File: src/rtl/rfsh_pkg.sv
// Shared definitions for the refresh request controller.
package rfsh_pkg;
    // Write-port targets; the code values are part of the programming model.
    typedef enum logic [1:0] {
        CFG_INTERVAL = 2'd0,
        CFG_BASE     = 2'd1,
        CFG_CONTROL  = 2'd2,
        CFG_RESERVED = 2'd3
    } cfg_target_e;
endpackage

File: src/rtl/rfsh_interval_timer.sv
// Interval down-counter.
// Counts from the reload value to zero, then reloads. The expire output is
// high for the one clock in which the count is zero, so the period is
// reload+1 clocks. Assumes reload_val may change at any time; it is sampled
// only when the counter reloads or while run is low (held at reload value).
module rfsh_interval_timer #(
    parameter int W = 9
) (
    input  logic         clk,
    input  logic         rst_n,
    input  logic         run,
    input  logic [W-1:0] reload_val,
    output logic         expire
);
    logic [W-1:0] count_q;

    // Count down while running, reload at zero, hold at reload when stopped.
    always_ff @(posedge clk) begin
        if (!rst_n) begin
            count_q <= '0;
        end else if (!run || count_q == '0) begin
            count_q <= reload_val;
        end else begin
            count_q <= count_q - 1'b1;
        end
    end

    // Expiry flag for the zero clock of a running count.
    always_comb begin
        expire = run && (count_q == '0);
    end
endmodule

File: src/rtl/rfsh_row_counter.sv
// Refresh row counter.
// Steps by one on each completed refresh and wraps at its width.
// Assumes step is high for exactly one clock per granted refresh.
module rfsh_row_counter #(
    parameter int W = 12
) (
    input  logic         clk,
    input  logic         rst_n,
    input  logic         step,
    output logic [W-1:0] row
);
    // Advance the row after each granted refresh; natural wrap to zero.
    always_ff @(posedge clk) begin
        if (!rst_n) begin
            row <= '0;
        end else if (step) begin
            row <= row + 1'b1;
        end
    end
endmodule

File: src/rtl/rfsh_req_tracker.sv
// Pending-request flag.
// Set by an expiry, cleared by a grant. Any number of expiries before a grant
// collapse into one request. An expiry in the same clock as a grant raises a
// fresh request. Assumes the grant is only meaningful while the flag is set.
module rfsh_req_tracker (
    input  logic clk,
    input  logic rst_n,
    input  logic set_req,
    input  logic grant,
    output logic req
);
    // Hold the request until granted; a new expiry re-arms it.
    always_ff @(posedge clk) begin
        if (!rst_n) begin
            req <= 1'b0;
        end else begin
            req <= (req && !grant) || set_req;
        end
    end
endmodule

File: src/rtl/rfsh_ctrl_top.sv
// Refresh request controller top.
// Holds the interval, base and enable registers. It ties together the
// interval timer, the pending-request flag and the row counter, and forms
// the refresh byte address {base, row, 0}. Assumes the arbiter raises rf_ack
// for one clock per refresh while rf_req is high.
module rfsh_ctrl_top #(
    parameter  int INTV_W = 9,
    parameter  int ROW_W  = 12,
    parameter  int BASE_W = 7,
    localparam int DATA_W = (INTV_W > BASE_W) ? INTV_W : BASE_W,
    localparam int ADDR_W = 1 + ROW_W + BASE_W
) (
    input  logic              clk,
    input  logic              rst_n,
    input  logic              cfg_we,
    input  logic [1:0]        cfg_sel,
    input  logic [DATA_W-1:0] cfg_wdata,
    output logic              rf_req,
    input  logic              rf_ack,
    output logic [ADDR_W-1:0] rf_addr
);
    import rfsh_pkg::*;

    localparam logic [INTV_W-1:0] INTV_RESET = '1;

    logic [INTV_W-1:0] intv_q;
    logic [BASE_W-1:0] base_q;
    logic              en_q;
    logic              expire;
    logic              grant;
    logic [ROW_W-1:0]  row;
    cfg_target_e       target;

    // Map the raw select lines onto the write targets.
    always_comb begin
        target = cfg_target_e'(cfg_sel);
    end

    // Register write port; the reserved target is dropped.
    always_ff @(posedge clk) begin
        if (!rst_n) begin
            intv_q <= INTV_RESET;
            base_q <= '0;
            en_q   <= 1'b0;
        end else if (cfg_we) begin
            case (target)
                CFG_INTERVAL: intv_q <= cfg_wdata[INTV_W-1:0];
                CFG_BASE:     base_q <= cfg_wdata[BASE_W-1:0];
                CFG_CONTROL:  en_q   <= cfg_wdata[0];
                default:      ;
            endcase
        end
    end

    rfsh_interval_timer #(.W(INTV_W)) u_timer (
        .clk        (clk),
        .rst_n      (rst_n),
        .run        (en_q),
        .reload_val (intv_q),
        .expire     (expire)
    );

    rfsh_req_tracker u_req (
        .clk     (clk),
        .rst_n   (rst_n),
        .set_req (expire),
        .grant   (grant),
        .req     (rf_req)
    );

    // A refresh completes only when a request is actually pending.
    always_comb begin
        grant = rf_req && rf_ack;
    end

    rfsh_row_counter #(.W(ROW_W)) u_row (
        .clk   (clk),
        .rst_n (rst_n),
        .step  (grant),
        .row   (row)
    );

    // Refresh byte address: base on top, row in the middle, word aligned.
    always_comb begin
        rf_addr = {base_q, row, 1'b0};
    end
endmodule

File: config.mk
export PLATFORM = sky130hd
export DESIGN_NAME = rfsh_ctrl_top
export DESIGN_NICKNAME = d
export VERILOG_FILES = /design/src/rtl/rfsh_pkg.sv /design/src/rtl/rfsh_interval_timer.sv /design/src/rtl/rfsh_row_counter.sv /design/src/rtl/rfsh_req_tracker.sv /design/src/rtl/rfsh_ctrl_top.sv
export SDC_FILE = /design/constraint.sdc
export NUM_CORES = 1
export LEC_CHECK = 0
export ABC_AREA = 1
export BUFFER_PORTS_ARGS = -buffer_cell sky130_fd_sc_hd__buf_2
export CORE_ASPECT_RATIO = 0.6
export CORE_UTILIZATION = 55
export DETAILED_ROUTE_END_ITERATION = 8
export GPL_ROUTABILITY_DRIVEN = 0
export GPL_TIMING_DRIVEN = 0
export PLACE_DENSITY_LB_ADDON = 0.08
export SKIP_CTS_REPAIR_TIMING = 1
export SYNTH_ARGS = -nofsm -noshare
export SYNTH_HDL_FRONTEND = slang
export SYNTH_HIERARCHICAL = 1
export SYNTH_SLANG_ARGS = --single-unit
File: constraint.sdc
create_clock -name clk -period 1.7 [get_ports clk]
set_input_delay 0.255 -clock clk [delete_from_list [all_inputs] [get_ports clk]]
set_output_delay 0.255 -clock clk [all_outputs]
set_load 0.02 [all_outputs]
==> results of run 1 <==
metrics by stage:
| stage | utilization, % | hold WS, ns | worst slack (ns) | area, sq um |
|---|---|---|---|---|
| final | 68.5 | 0.195 | 0.249 | 2280 |
| after global routing | 68.5 | 0.207 | 0.0650 | 2280 |
| after CTS | 68.5 | 0.190 | 0.256 | 2280 |
| after detailed placement | 66.0 | 0.446 | 0.264 | 2190 |
| after global placement | 66.0 | 0.441 | 0.305 | 2190 |
| after floorplan | - | 0.375 | 0.396 | 1970 |
power groups by stage:
stage	Clock [uW]	Sequential, uW	Combinational (uW)
6_report	610	982	241
5_1_grt	671	987	273
4_1_cts	629	981	241
3_5_place_dp	0	1000	240
3_3_place_gp	0	1000	235
2_1_floorplan	0	1010	164
cell usage in the layout, fill, tap and decap left out, types with 2 or more instances in the layout:
cell / synthesis / final
a21oi_1: 15 / 15
buf_2: 2 / 36
buf_4: 2 / 2
buf_6: 2 / 2
clkbuf_1: 1 / 2
clkbuf_8: 1 / 6
clkinv_1: 2 / 2
dfxtp_1: 39 / 39
ha_1: 2 / 2
inv_1: 34 / 34
inv_2: 5 / 5
nand2_1: 67 / 67
nand2_2: 6 / 6
nand2_4: 2 / 2
nand3_1: 33 / 33
nand3_2: 2 / 2
nand4_1: 3 / 3
nor2_1: 40 / 40
nor2_2: 2 / 2
nor2_4: 4 / 4
nor2_8: 3 / 3
o21ai_0: 5 / 5
worst max-delay path by stage:
| stage | endpoint |
|---|---|
| after floorplan | u_row/row[10] |
| after global placement | u_timer/count_q[6] |
| after detailed placement | u_timer/count_q[6] |
| after CTS | u_timer/count_q[6] |
| after global routing | u_timer/count_q[6] |
| final | u_timer/count_q[6] |
cells by family (layout without fill, tap and decap cells):
group	after synthesis	after routing	share of synthesized area, %
AND/OR/NAND/NOR	165	165	41.4
buffers and inverters	49	91	11.1
flip-flops	39	39	39.7
AO/OA/AOI/OAI	23	23	6.30
adder cells (fa/ha/maj)	2	2	1.27
other	1	1	0.191
flip-flops by register name, indices dropped and copies added (netlist names):
register / cells
u_req/req: 1
intv_q: 9
base_q: 7
u_row/row: 12
u_timer/count_q: 9
en_q: 1
routing by layer:
metal / global-route usage (%) / vias up
met4: 10.0 / 0
met5: 0 / -
met1: 32.1 / 735
li1: - / 945
met3: 5.66 / 7
met2: 32.0 / 39
layout make-up:
type	count	area (sq um)	area share, %
Tap cell	45	56.3	2.47
Clock inverter	2	12.5	0.549
Clock buffer	6	72.6	3.19
Buffer	8	65.1	2.86
Inverter	41	154	6.76
Timing Repair Buffer	34	170	7.47
Sequential cell	39	781	34.3
Multi-Input combinational cell	191	966	42.4
worst max-delay path: stages (launching register included):
cell     delay [ns]
dfxtp_1        0.30
inv_1          0.12
ha_1           0.25
inv_1          0.06
nor2_1         0.18
nand2_1        0.10
o21ai_0        0.15
nand2_1        0.08
nor2_1         0.09
nor2_1         0.05
==> results by group, run 1 <==
Outcome
  • Status: complete, no violations

Routing
  • DR WL met2: 1.49 mm
  • Vias: 1726
  • Vias per Instance: 4.72
  • M1 wire length: 2.09 mm
  • WL final: 3.83 mm
  • Met3 wire length: roughly 190 um
  • Top layer in use: met4
  • 1st-pass router iterations: 4
  • Antenna Nets Post-Route: 0
  • # DRC: 0
  • Starting DRT DRC Count: 102
  • Routed wire per std cell: 10.5 um

Synth
  • Largest cells by area after synthesis: dfxtp_1 40%, nand2_1 13%, nand3_1 8.4%
  • Async SR Flop Fraction: 0%
  • Top cell type's share of synthesized area: 39.7%
  • Synth Net Count: 296
  • Synth Cell Area: 1970 sq um
  • Area leader, netlist: dfxtp_1
  • Synthesis warning total: 6
  • Mean post-synth cell area: 7.05 sq um
  • Yosys reg bits: 39
  • Number of synthesized flops with an enable pin: 0
  • Most frequent cells after synthesis: 67 x nand2_1, 40 x nor2_1, 39 x dfxtp_1
  • Register area share after synthesis: 39.7%
  • Post-synthesis cell type count: 29
  • Most common cell in the netlist: nand2_1
  • Synth Instances: 279
  • Most used DFF post-synth: dfxtp_1

Power
  • Worst IR Drop VDD: 0.562 mV
  • Clock share of power: approximately 33%
  • Logic pwr share: 13.1%
  • Sw Share: between 20% and 30%
  • Reported net switching power: 504 uW
  • Flop pwr share: around 54%
  • Design Power: roughly 1800 uW
  • P_leak: 0.00123 uW
  • PwrDens: a little over 800 nW/um^2
  • Pint: 1330 uW

GRT
  • First-pass GRT wire length: ~6.6 mm
  • Pin count of the biggest net entering global routing: 13
  • Initial antenna violation count: 0
  • Remaining Overflow, GRT: 0
  • Global Route Usage Sum: 22.5%
  • Vias in the first global route: 1531

STA
  • Hold Fails Final Rpt: 0
  • Final min period: 1.45 ns
  • Setup TNS: 0 ns
  • Tcrit/Tclk final: 85.4%
  • Max Fclk: 689 MHz
  • Slew Viols, Final: 0
  • RSZ-0062 raised after global routing: false
  • # setup viols final: 0
  • Worst clock skew: 0.00632 ns

Min path
  • Hold Crit Class: primary input to flop
  • Hold EP: intv_q[7]
  • Hold Path Origin: cfg_wdata[7]
  • Hold path cells: 3

Worst setup path
  • Critical path origin: u_timer/count_q[0]
  • Crit path launch type: flop
  • Critical Path End Type: flop
  • FF-to-FF End: u_timer/count_q[6]
  • Reg2reg start: u_timer/count_q[0]
  • Kind of critical path: flop to flop
  • Crit path DAT: 1.65 ns
  • Worst EP required: 1.90 ns
  • R2R depth: 9
  • Max FO, Critical Path: 4
  • Worst reg2reg setup slack: 0.25 ns

Floorplan
  • Initial Util: 59.1%
  • I/O Pins: 36
  • Die area: approximately 3800 sq um
  • Core ar.: 3320 sq um
  • DIE WIDTH: 79.2 um
  • DIE HEIGHT: 48.3 um
  • Row count: 16

CTS
  • Longest Clk Path Bufs: 2
  • Root buf cell: clkbuf_8
  • Clk slew on worst S/H paths: 0.08 ns
  • Htree depth: 2
  • CTS buffer count: 5
  • TritonCTS clock tree: built
  • Worst-Skew Late Latency: 0.29 ns
  • Clock Sinks: 39

Cells and area
  • Layout cell share with drive strength beyond 1: 23.1%
  • # diodes: 0
  • Final non-filler cell total: about 370
  • P&R area growth vs syn: 15.8%
  • # nets final: 337
  • Fillers: 303

Flow run
  • Max Cap Viol: 0

Placed design
  • Port Buffers: 34
  • Dpl hpwl: 2.87 mm
  • Dpl cells: 358
(Power assumes the default switching activity.)
==> inputs of run 2 (changes only) <==
- BUFFER_PORTS_ARGS: -buffer_cell sky130_fd_sc_hd__buf_2 -> -buffer_cell sky130_fd_sc_hd__buf_4
- CORE_UTILIZATION: 55 -> 54
- SYNTH_HIERARCHICAL: 1 -> default
==> run 2 against run 1 <==
Critical path type unchanged. First-iteration DRC count increased by 4.9%. Design area shrank 3.6%. Worst hold slack worse by 0.018 ns. Clock power increased by 23%. Clock skew rose by 0.0037 ns. Highest routed layer unchanged. Core utilization is 4.6 points higher. Fmax grew 2.4%. Setup slack improved by 0.033 ns.
==> results by group, run 2 <==
Synth
  • Synth Cell Area: 1780 sq um (was 1970 sq um)
  • Mean post-synth cell area: 7.33 sq um (was 7.05 sq um)
  • Mux cell area share after synthesis: 0% (unchanged)
  • Register area share after synthesis: 43.8% (was 39.7%)
  • Adder-Cell Fraction of Synth Area: 1.40% (was 1.27%)
  • Synthesis warning total: 0 (was 6)
  • Async SR Flop Fraction: 0% (unchanged)
  • Top cell type's share of synthesized area: 43.8% (was 39.7%)
  • Yosys reg bits: 39 (unchanged)
  • Largest family of logic cells by synthesized area: simple AND/OR/NAND/NOR gates (unchanged)
  • Largest cells by area after synthesis: dfxtp_1 44%, nand2_1 9.9%, nor2_1 9.9% (was dfxtp_1 40%, nand2_1 13%, nand3_1 8.4%)
  • Most used DFF post-synth: dfxtp_1 (unchanged)
  • Post-Synth XOR/XNOR Area: 1.47% (was 0%)
  • Simple-Gate Fraction of Synth Area: 34.7% (was 41.4%)
  • Most frequent cells after synthesis: 47 x nand2_1, 47 x nor2_1, 39 x dfxtp_1 (was 67 x nand2_1, 40 x nor2_1, 39 x dfxtp_1)
  • Compound-Gate Fraction of Synth Area: 11.0% (was 6.30%)
  • Synth Net Count: 260 (was 296)
  • Synth Instances: 243 (was 279)
  • Post-synthesis cell type count: 32 (was 29)
  • Number of synthesized flops with an enable pin: 0 (unchanged)
  • Area leader, netlist: dfxtp_1 (unchanged)

Routing
  • Vias per Instance: 4.88 (was 4.72)
  • Routed wire per std cell: 11.4 um (was 10.5 um)
  • WL final: 3.71 mm (was 3.83 mm)
  • Vias: 1591 (was 1726)
  • # DRC: 0 (unchanged)
  • Antenna Nets Post-Route: 0 (unchanged)
  • 1st-pass router iterations: 4 (unchanged)
  • Starting DRT DRC Count: 107 (was 102)

Placed design
  • Dpl hpwl: 2.77 mm (was 2.87 mm)
  • Port Buffers: 34 (unchanged)

Power
  • P_leak: 0.00106 uW (was 0.00123 uW)
  • Logic pwr share: 11.6% (was 13.1%)
  • Flop pwr share: 50.2% (was 53.6%)
  • Pint: 1470 uW (was 1330 uW)
  • Worst IR Drop VDD: 0.673 mV (was 0.562 mV)
  • Reported net switching power: 487 uW (was 504 uW)
  • Sw Share: 24.8% (was 27.5%)
  • Clock share of power: 38.2% (was 33.3%)
  • PwrDens: 893 nW/um^2 (was 805 nW/um^2)

GRT
  • Initial antenna violation count: 0 (unchanged)
  • M1 GR Usage: 34.1% (was 32.1%)
  • Pin count of the biggest net entering global routing: 13 (unchanged)
  • Grt peak-use layer: met1 (unchanged)
  • First-pass GRT wire length: 6.21 mm (was 6.61 mm)
  • Vias in the first global route: 1320 (was 1531)
  • Met3 usage: 7.13% (was 5.66%)
  • Remaining Overflow, GRT: 0 (unchanged)
  • Met2 Use GR: 33.5% (was 32.0%)
  • Global Route Usage Sum: 23.8% (was 22.5%)

CTS
  • Clk slew on worst S/H paths: 0.08 ns (about the same)
  • TritonCTS clock tree: built (unchanged)
  • Root buf cell: clkbuf_8 (unchanged)
  • Clock Sinks: 39 (unchanged)
  • Longest Clk Path Bufs: 2 (unchanged)
  • Worst-Skew Late Latency: 0.29 ns (about the same)
  • Htree depth: 2 (unchanged)
  • CTS buffer count: 5 (unchanged)

Worst setup path
  • Critical Path End Type: flop (unchanged)
  • Crit path DAT: 1.64 ns (was 1.65 ns)
  • Crit path launch type: flop (unchanged)
  • Worst EP required: 1.92 ns (was 1.90 ns)
  • R2R depth: 8 (was 9)
  • Max FO, Critical Path: 8 (was 4)
  • Kind of critical path: flop to flop (unchanged)

Floorplan
  • DIE WIDTH: 76.2 um (was 79.2 um)
  • I/O Pins: 36 (unchanged)
  • Die area: 3540 sq um (was 3820 sq um)
  • Core ar.: 3000 sq um (was 3320 sq um)
  • Row count: 15 (was 16)
  • DIE HEIGHT: 46.5 um (was 48.3 um)
  • Initial Util: 59.3% (was 59.1%)

Cells and area
  • Fillers: 256 (was 303)
  • # nets final: 301 (was 337)
  • # diodes: 0 (unchanged)
  • Most flop-heavy register: u_row.row (was u_row/row)
  • P&R area growth vs syn: 23.2% (was 15.8%)
  • Final Util: 73.1% (was 68.5%)
  • Most frequent cells in the layout: 47 x nor2_1, 47 x nand2_1, 39 x dfxtp_1 (was 67 x nand2_1, 40 x nor2_1, 39 x dfxtp_1)
  • Largest register FFs: 12 (unchanged)
  • Biggest regs: u_row.row (12), intv_q (9), u_timer.count_q (9) (was u_row/row (12), intv_q (9), u_timer/count_q (9))
  • Layout cell share with drive strength beyond 1: 22.2% (was 23.1%)

Min path
  • Hold Crit Class: primary input to flop (unchanged)
  • Hold path cells: 3 (unchanged)

STA
  • Tcrit/Tclk final: 83.4% (was 85.4%)
  • Worst clock skew: 0.0100 ns (was 0.00632 ns)
  • Final min period: 1.42 ns (was 1.45 ns)
  • Hold Fails Final Rpt: 0 (unchanged)
  • Slew Viols, Final: 0 (unchanged)
  • RSZ-0062 raised after global routing: false (unchanged)
  • Max Fclk: 705 MHz (was 689 MHz)
  • Setup TNS: 0 ns (unchanged)
  • # setup viols final: 0 (unchanged)

Flow run
  • Max Cap Viol: 0 (unchanged)

Outcome
  • Status: complete, no violations (unchanged)
[run 2: stage by stage]
| step | total power (uW) | cell area, sq um | setup WS (ns) | std cells | hold slack (ns) |
|---|---|---|---|---|---|
| 4_1_cts | 1970 | 2200 | 0.279 | 326 | 0.171 |
| 2_1_floorplan | 1150 | 1780 | 0.359 | 243 | 0.381 |
| 5_1_grt | 2050 | 2200 | 0.152 | 326 | 0.165 |
| 3_5_place_dp | 1230 | 2090 | 0.300 | 319 | 0.447 |
| 6_report | 1960 | 2200 | 0.282 | 326 | 0.177 |
| 3_3_place_gp | 1220 | 2090 | 0.313 | 319 | 0.444 |
[run 2: metal layers]
layer | part of all wire, % | vias up | wire [um]
met5 | 0 | - | 0
met1 | 57 | 690 | 2110
met2 | 36 | 42 | 1350
li1 | - | 854 | -
met4 | 1.2 | 0 | 45
met3 | 5.4 | 5 | 202
[run 2: worst max-delay path, stage by stage, from the launching register on]
cell and delay (ns):
dfxtp_1 0.30, inv_1 0.13, ha_1 0.30, nand2_4 0.11, nor2_8 0.15, nand2_4 0.07, nand2_4 0.11, nand2_2 0.07
a21oi_2 0.13
[run 2: kinds of logic (layout without fill, tap and decap cells)]
group | after synthesis | count (layout)
AO/OA/AOI/OAI | 34 | 34
XOR/XNOR | 3 | 3
adder cells (fa/ha/maj) | 2 | 2
buffers and inverters | 34 | 75
flip-flops | 39 | 39
other | 1 | 1
AND/OR/NAND/NOR | 130 | 130
[run 2: worst paths after layout]
check	end	from	slack (ns)
worst max-delay path	u_timer.count_q[7]	u_timer.count_q[0]	0.28
worst max register to register	u_timer.count_q[7]	u_timer.count_q[0]	0.28
worst min register to register	u_row.row[5]	u_row.row[5]	0.47
worst min-delay path	intv_q[7]	cfg_wdata[7]	0.18
[run 2: power groups by stage]
stage / combinational (uW) / sequential (uW) / clock [uW]
2_1_floorplan: 140 / 1010 / 0
3_3_place_gp: 220 / 1010 / 0
3_5_place_dp: 226 / 1010 / 0
4_1_cts: 227 / 984 / 762
5_1_grt: 254 / 989 / 805
6_report: 227 / 985 / 750
[run 2: cell type report]
class	count	area (sq um)	area share (%)
multi-input combinational	170	868	39.5
sequential	39	781	35.6
timing repair buffer	34	255	11.6
inverter	30	113	5.13
clock buffer	5	68.8	3.13
tap	42	52.6	2.39
clock inverter	2	37.5	1.71
buffer	4	20.0	0.912
